## config.mk

```make
export PLATFORM = sky130hd
export DESIGN_NAME = interval_counter_ch
export DESIGN_NICKNAME = d
export VERILOG_FILES = /design/src/rtl/ictr_pkg.sv /design/src/rtl/ictr_trigger.sv /design/src/rtl/ictr_reload.sv /design/src/rtl/interval_counter_ch.sv
export SDC_FILE = /design/constraint.sdc
export NUM_CORES = 1
export LEC_CHECK = 0
export ABC_AREA = 1
export ABC_CLOCK_PERIOD_IN_PS = 4100
export BUFFER_PORTS_ARGS = -buffer_cell sky130_fd_sc_hd__buf_2
export CORE_ASPECT_RATIO = 0.7
export CORE_MARGIN = 2
export CORE_UTILIZATION = 57
export DETAILED_ROUTE_END_ITERATION = 6
export GPL_ROUTABILITY_DRIVEN = 0
export PLACE_DENSITY = 0.8
export REMOVE_ABC_BUFFERS = 1
export SETUP_SLACK_MARGIN = 0.05
export SLEW_MARGIN = 40
export SYNTH_ARGS = -nofsm -noshare
export SYNTH_HDL_FRONTEND = slang
export SYNTH_SLANG_ARGS = --single-unit
```

## constraint.sdc

```tcl
create_clock -name clk_i -period 4.1 [get_ports clk_i]
set_clock_uncertainty 0.1 [all_clocks]
set_input_delay 0.82 -clock clk_i [delete_from_list [all_inputs] [get_ports clk_i]]
set_output_delay 0.82 -clock clk_i [all_outputs]
set_load 0.01 [all_outputs]
```

## src/rtl/ictr_pkg.sv

```systemverilog
package ictr_pkg;

    localparam int CNT_W  = 16;
    localparam int N_W    = CNT_W + 1;
    localparam int MODE_W = 3;

    typedef enum logic [MODE_W-1:0] {
        M_TERM    = 3'd0,
        M_ONESHOT = 3'd1,
        M_RATE    = 3'd2,
        M_SQUARE  = 3'd3,
        M_SWSTB   = 3'd4,
        M_HWSTB   = 3'd5
    } mode_e;

    typedef struct packed {
        logic [N_W-1:0]   n;
        mode_e            mode;
        logic [CNT_W-1:0] cnt;
        logic             out;
        logic             done;
        logic             gate;
    } chan_s;

    // codes 6 and 7 fold onto the periodic modes 2 and 3
    function automatic mode_e fold_mode(logic [MODE_W-1:0] m);
        if (m[2] && m[1]) begin
            return mode_e'({1'b0, m[1:0]});
        end
        return mode_e'(m);
    endfunction

endpackage

```

## src/rtl/ictr_trigger.sv

```systemverilog
module ictr_trigger
    import ictr_pkg::*;
(
    input  mode_e mode_q,
    input  logic  gate_i,
    input  logic  gate_q,
    input  logic  tick_en_i,
    input  logic  load_i,
    output logic  restart_o,
    output logic  step_o
);

    logic retrig_mode;
    logic free_run;
    logic gate_rise;

    always_comb begin
        retrig_mode = (mode_q == M_ONESHOT) || (mode_q == M_RATE) ||
                      (mode_q == M_SQUARE)  || (mode_q == M_HWSTB);
        free_run    = (mode_q == M_ONESHOT) || (mode_q == M_HWSTB);
        gate_rise   = gate_i && !gate_q;
        restart_o   = load_i || (gate_rise && retrig_mode);
        step_o      = tick_en_i && !restart_o && (free_run || gate_i);
    end

endmodule

```

## src/rtl/ictr_reload.sv

```systemverilog
module ictr_reload
    import ictr_pkg::*;
(
    input  logic [N_W-1:0]   n_i,
    input  mode_e            mode_i,
    output logic [CNT_W-1:0] start_o,
    output logic [CNT_W-1:0] hi_o,
    output logic [CNT_W-1:0] lo_o
);

    logic [N_W-1:0] hi_full;
    logic [N_W-1:0] lo_full;

    always_comb begin
        hi_full = n_i[0] ? n_i + N_W'(1) : n_i;
        lo_full = n_i[0] ? n_i - N_W'(1) : n_i;
        hi_o    = hi_full[CNT_W-1:0];
        lo_o    = lo_full[CNT_W-1:0];
        start_o = (mode_i == M_SQUARE) ? hi_o : n_i[CNT_W-1:0];
    end

endmodule

```

## src/rtl/interval_counter_ch.sv

```systemverilog
module interval_counter_ch
    import ictr_pkg::*;
(
    input  logic             clk_i,
    input  logic             rst_ni,
    input  logic             tick_en_i,
    input  logic             gate_i,
    input  logic             load_i,
    input  logic [CNT_W-1:0] load_val_i,
    input  logic [MODE_W-1:0] load_mode_i,
    output logic [CNT_W-1:0] count_o,
    output logic             out_o
);

    localparam logic [N_W-1:0]   N_MAX = {1'b1, {CNT_W{1'b0}}};
    localparam logic [CNT_W-1:0] ONE   = CNT_W'(1);
    localparam logic [CNT_W-1:0] TWO   = CNT_W'(2);

    chan_s            st_d, st_q;
    logic [N_W-1:0]   n_new, n_sel;
    mode_e            mode_sel;
    logic             restart, step;
    logic [CNT_W-1:0] start_cnt, hi_cnt, lo_cnt;

    always_comb begin
        n_new    = (load_val_i == '0) ? N_MAX : {1'b0, load_val_i};
        n_sel    = load_i ? n_new : st_q.n;
        mode_sel = load_i ? fold_mode(load_mode_i) : st_q.mode;
    end

    ictr_trigger u_trig (
        .mode_q    (st_q.mode),
        .gate_i    (gate_i),
        .gate_q    (st_q.gate),
        .tick_en_i (tick_en_i),
        .load_i    (load_i),
        .restart_o (restart),
        .step_o    (step)
    );

    ictr_reload u_rel (
        .n_i     (n_sel),
        .mode_i  (mode_sel),
        .start_o (start_cnt),
        .hi_o    (hi_cnt),
        .lo_o    (lo_cnt)
    );

    always_comb begin
        st_d      = st_q;
        st_d.gate = gate_i;
        if (restart) begin
            st_d.n    = n_sel;
            st_d.mode = mode_sel;
            st_d.cnt  = start_cnt;
            st_d.out  = (mode_sel == M_SQUARE);
            st_d.done = 1'b0;
        end else if (step) begin
            unique case (st_q.mode)
                M_TERM, M_ONESHOT: begin
                    st_d.cnt = st_q.cnt - ONE;
                    if (st_q.cnt == ONE && !st_q.done) begin
                        st_d.out  = 1'b1;
                        st_d.done = 1'b1;
                    end
                end
                M_RATE: begin
                    if (st_q.cnt == ONE) begin
                        st_d.cnt = st_q.n[CNT_W-1:0];
                        st_d.out = 1'b1;
                    end else begin
                        st_d.cnt = st_q.cnt - ONE;
                        st_d.out = 1'b0;
                    end
                end
                M_SQUARE: begin
                    if (st_q.cnt == TWO) begin
                        if (st_q.out && st_q.n != N_W'(1)) begin
                            st_d.out = 1'b0;
                            st_d.cnt = lo_cnt;
                        end else begin
                            st_d.out = 1'b1;
                            st_d.cnt = hi_cnt;
                        end
                    end else begin
                        st_d.cnt = st_q.cnt - TWO;
                    end
                end
                default: begin
                    st_d.cnt = st_q.cnt - ONE;
                    if (st_q.cnt == ONE && !st_q.done) begin
                        st_d.out  = 1'b1;
                        st_d.done = 1'b1;
                    end else begin
                        st_d.out  = 1'b0;
                    end
                end
            endcase
        end
    end

    always_ff @(posedge clk_i) begin
        if (!rst_ni) begin
            st_q.n    <= N_MAX;
            st_q.mode <= M_SQUARE;
            st_q.cnt  <= '0;
            st_q.out  <= 1'b1;
            st_q.done <= 1'b0;
            st_q.gate <= 1'b0;
        end else begin
            st_q <= st_d;
        end
    end

    assign count_o = st_q.cnt;
    assign out_o   = st_q.out;

    AST_CE_FREEZE: assert property (@(posedge clk_i) disable iff (!rst_ni)
        (!tick_en_i && !load_i && !gate_i) |=> ($stable(count_o) && $stable(out_o)));

    AST_LOAD_COUNT: assert property (@(posedge clk_i) disable iff (!rst_ni)
        (load_i && load_mode_i[1:0] != 2'b11) |=> (count_o == $past(load_val_i)));

    AST_TERM_STICKY: assert property (@(posedge clk_i) disable iff (!rst_ni)
        (st_q.mode == M_TERM && out_o && !load_i) |=> out_o);

    AST_SQUARE_STEP: assert property (@(posedge clk_i) disable iff (!rst_ni)
        (st_q.mode == M_SQUARE && tick_en_i && gate_i && st_q.gate && !load_i && count_o != TWO)
        |=> (count_o == $past(count_o) - TWO));

    AST_STROBE_ONE: assert property (@(posedge clk_i) disable iff (!rst_ni)
        ((st_q.mode == M_SWSTB || st_q.mode == M_HWSTB) && out_o && tick_en_i &&
         gate_i && st_q.gate && !load_i) |=> !out_o);

    AST_GATE_HOLD: assert property (@(posedge clk_i) disable iff (!rst_ni)
        (st_q.mode == M_TERM && !gate_i && !load_i) |=> $stable(count_o));

endmodule

```

==> results.yml <==
sta:
  fmax_ghz: 0.337
  slew_headroom_pct: 51.8
  period_minus_slack_ns: 2.97
  layout_setup_ws_ns: 1.13
  hold_ws_ns: 0.411
  hold_viol: 0
  tightest_slew_ns: 0.722
  fin_setup_tns_ns: 0
  final-setup-viol-count: 0
  drv_slew: 0
  period_share_pct: 72.4
  rsz0062_at_grt: "false"
routing:
  wl_mm: 12.3
  via_per_inst: 5.92
  ant_nets: 0
  firstDrtPassIters: 6
  num_vias: 4468
  drt-initial-drc-count: 557
  drcViolationCount: 0
  avgRoutedWirePerCell_um: 16.3
die:
  std_cell_rows: 25
  die_y_um: 73.3
  io_pins: 41
  die_w_um: 103
  core_area_um2: 6690
  start_util_pct: 58.4
  die-area_um2: 7550
placed_design:
  io_buffers: 40
  pre_cts_ws_ns: 0.923
  dp_hpwl_mm: 9.58
  placed_cells: 747
grt:
  grt-busiest-layer: "met1"
  grt_pass1_vias: 3855
  gr-usage-all-layers_pct: 33.2
  met2_usage_pct: 49.3
  grt_max_degree: 38
  grt_pass1_wl_mm: 19.3
  grt_util_met1_pct: 49.7
  gr-usage-met3_pct: 5.80
  antenna_found_initial: 0
  overflow: 0
critical_path:
  path_cells: "buf_2 -> inv_4 -> nand2_1 -> inv_2 -> nand3_2 -> nand2_2 -> inv_1 -> a221oi_1 -> a21oi_1"
  cp.required_ns: 4.16
  crit_slowest_cell: "a221oi_1"
  worst-path-stages: 9
  cp.arrival_ns: 3.03
  crit_type: "primary input to flip-flop"
  r2r.worst_path.cells: 8
  startpoint_type: "primary input"
  critPathTopFamily: "buffers and inverters"
  cp-end-kind: "flip-flop"
  slowest_delay_ns: 0.31
  worstPathMaxFanout: 24
  regToRegSetupSlack_ns: 1.44
  path_buf_inv: 4
clocking:
  post_cts_resized: 0
  postCtsSetupRepairBufs: 0
  clk_pin_slew_ns: 0.09
  cts-root-buf: "clkbuf_8"
  ctsLongestPathBuffers: 2
  clk_latency_ns: 0.30
  cts_tree: "done"
  cts_sinks: 39
  htreeDepth: 2
  postCtsHoldBufs: 0
  cts_buffers: 5
finish:
  final-instance-count-excl-fill: 755
  antenna_cells: 0
  drive_gt1_share_pct: 16.3
  synthToLayoutAreaGrowth_pct: 4.70
  fin_nets: 691
power:
  vdd_drop_max_mv: 0.219
  p_leak_nw: 1.88
  p_total_mw: 1.31
  p_per_area_nw_per_um2: 320
logic_synthesis:
  dominantRegCellSynth: "dfxtp_1"
  synth_seq_cells: 39
  syn_inst: 643
  synth.distinct_cells: 44
  seq_area_frac_synth_pct: 20.0
  synth_warnings: 0
  synth_xor_area_share_pct: 6.50
  synth_largest_area_cell: "dfxtp_1"
  ys_top_cells_by_area: "dfxtp_1 (20%), nand2_1 (15%), nor2_1 (7.1%)"
  synth_top_area_share_pct: 20.0
  yosysMostFrequentCell: "nand2_1"
  synth_edf_count: 0
  synth_compound_area_share_pct: 18.8
  synth_top_family_by_area: "simple AND/OR/NAND/NOR gates"
  synth_area_um2: 3910
  muxShareOfSynthArea_pct: 0
  postSynth.asyncResetShare_pct: 0
  ys_top_cells_by_count: "nand2_1 (154), nor2_1 (74), inv_1 (65)"
  synthAdderAreaFrac_pct: 2.24
  synthSimpleGateAreaFrac_pct: 39.9
  avgSynthCellArea_um2: 6.08
min_path:
  hold_class: "flip-flop to flip-flop"
  hold_path_depth: 2
flow_run:
  maxCapViolations: 0
outcome:
  outcome: "finished clean"
[per-stage QoR]
stage	util, %	cell area [um^2]
3_5_place_dp	59.9	4010
4_1_cts	61.2	4090
2_1_floorplan	-	3690
5_1_grt	61.2	4090
3_3_place_gp	59.9	4010
6_report	61.2	4090
[flip-flops by register name, summed over array words and instances, names as in the netlist]
register  cells
st_q         22
out_o         1
count_o      16
[cell usage in the layout, fill, tap and decap left out, drive strengths merged]
master / instances
xnor2: 2
a211oi: 1
nand3: 42
a221oi: 1
nor4: 4
nor3: 10
xor2: 27
nor2: 89
dfxtp: 39
buf: 40
a311oi: 1
a21o: 1
clkinv: 2
nand4: 9
a31oi: 3
a21oi: 57
nor3b: 1
a22oi: 4
o22ai: 7
nand2: 178
or2: 3
o21ai: 46
o2111ai: 1
clkbuf: 7
ha: 7
o211ai: 7
inv: 72
[layout make-up]
type / instances / area, um^2
Clock buffer: 7 / 76.3
Sequential cell: 39 / 781
Fill cell: 677 / 2600
Multi-Input combinational cell: 501 / 2640
Tap cell: 94 / 118
Timing Repair Buffer: 40 / 200
Clock inverter: 1 / 5.00
Inverter: 73 / 277
[power breakdown]
group          switching, mW  internal (mW)  total (mW)
clock network          0.153          0.120       0.273
registers             0.0418          0.409       0.451
logic                  0.394          0.193       0.587
total                  0.589          0.722        1.31
[logic make-up (layout without fill, tap and decap cells)]
family                     count (synthesis)  count (layout)
and+or+nand+nor                          336             336
buffers and inverters                    103             121
adders and majority gates                  7               7
AOI/OAI and AO/OA                        129             129
xor gates and xnor gates                  29              29
DFF                                       39              39
[tightest hold or removal path, cell delays in order, from the launching register on]
cell and delay [ns]:
dfxtp_1 0.35, a21oi_1 0.07, o21ai_0 0.06
[path summary, 6_finish.rpt]
path                    start    endpoint
setup / recovery       load_i  count_o[3]
hold / removal       st_q[38]    st_q[38]
setup reg to reg  count_o[12]       out_o
hold reg to reg      st_q[38]    st_q[38]
[routing by layer]
layer | routed length, um | share of wire, % | up-vias
li1 | - | - | 2118
met1 | 5390 | 44 | 2001
met2 | 5220 | 42 | 324
met3 | 1480 | 12 | 25
met4 | 235 | 1.9 | 0
met5 | 0 | 0 | -
(Power assumes the default switching activity.)
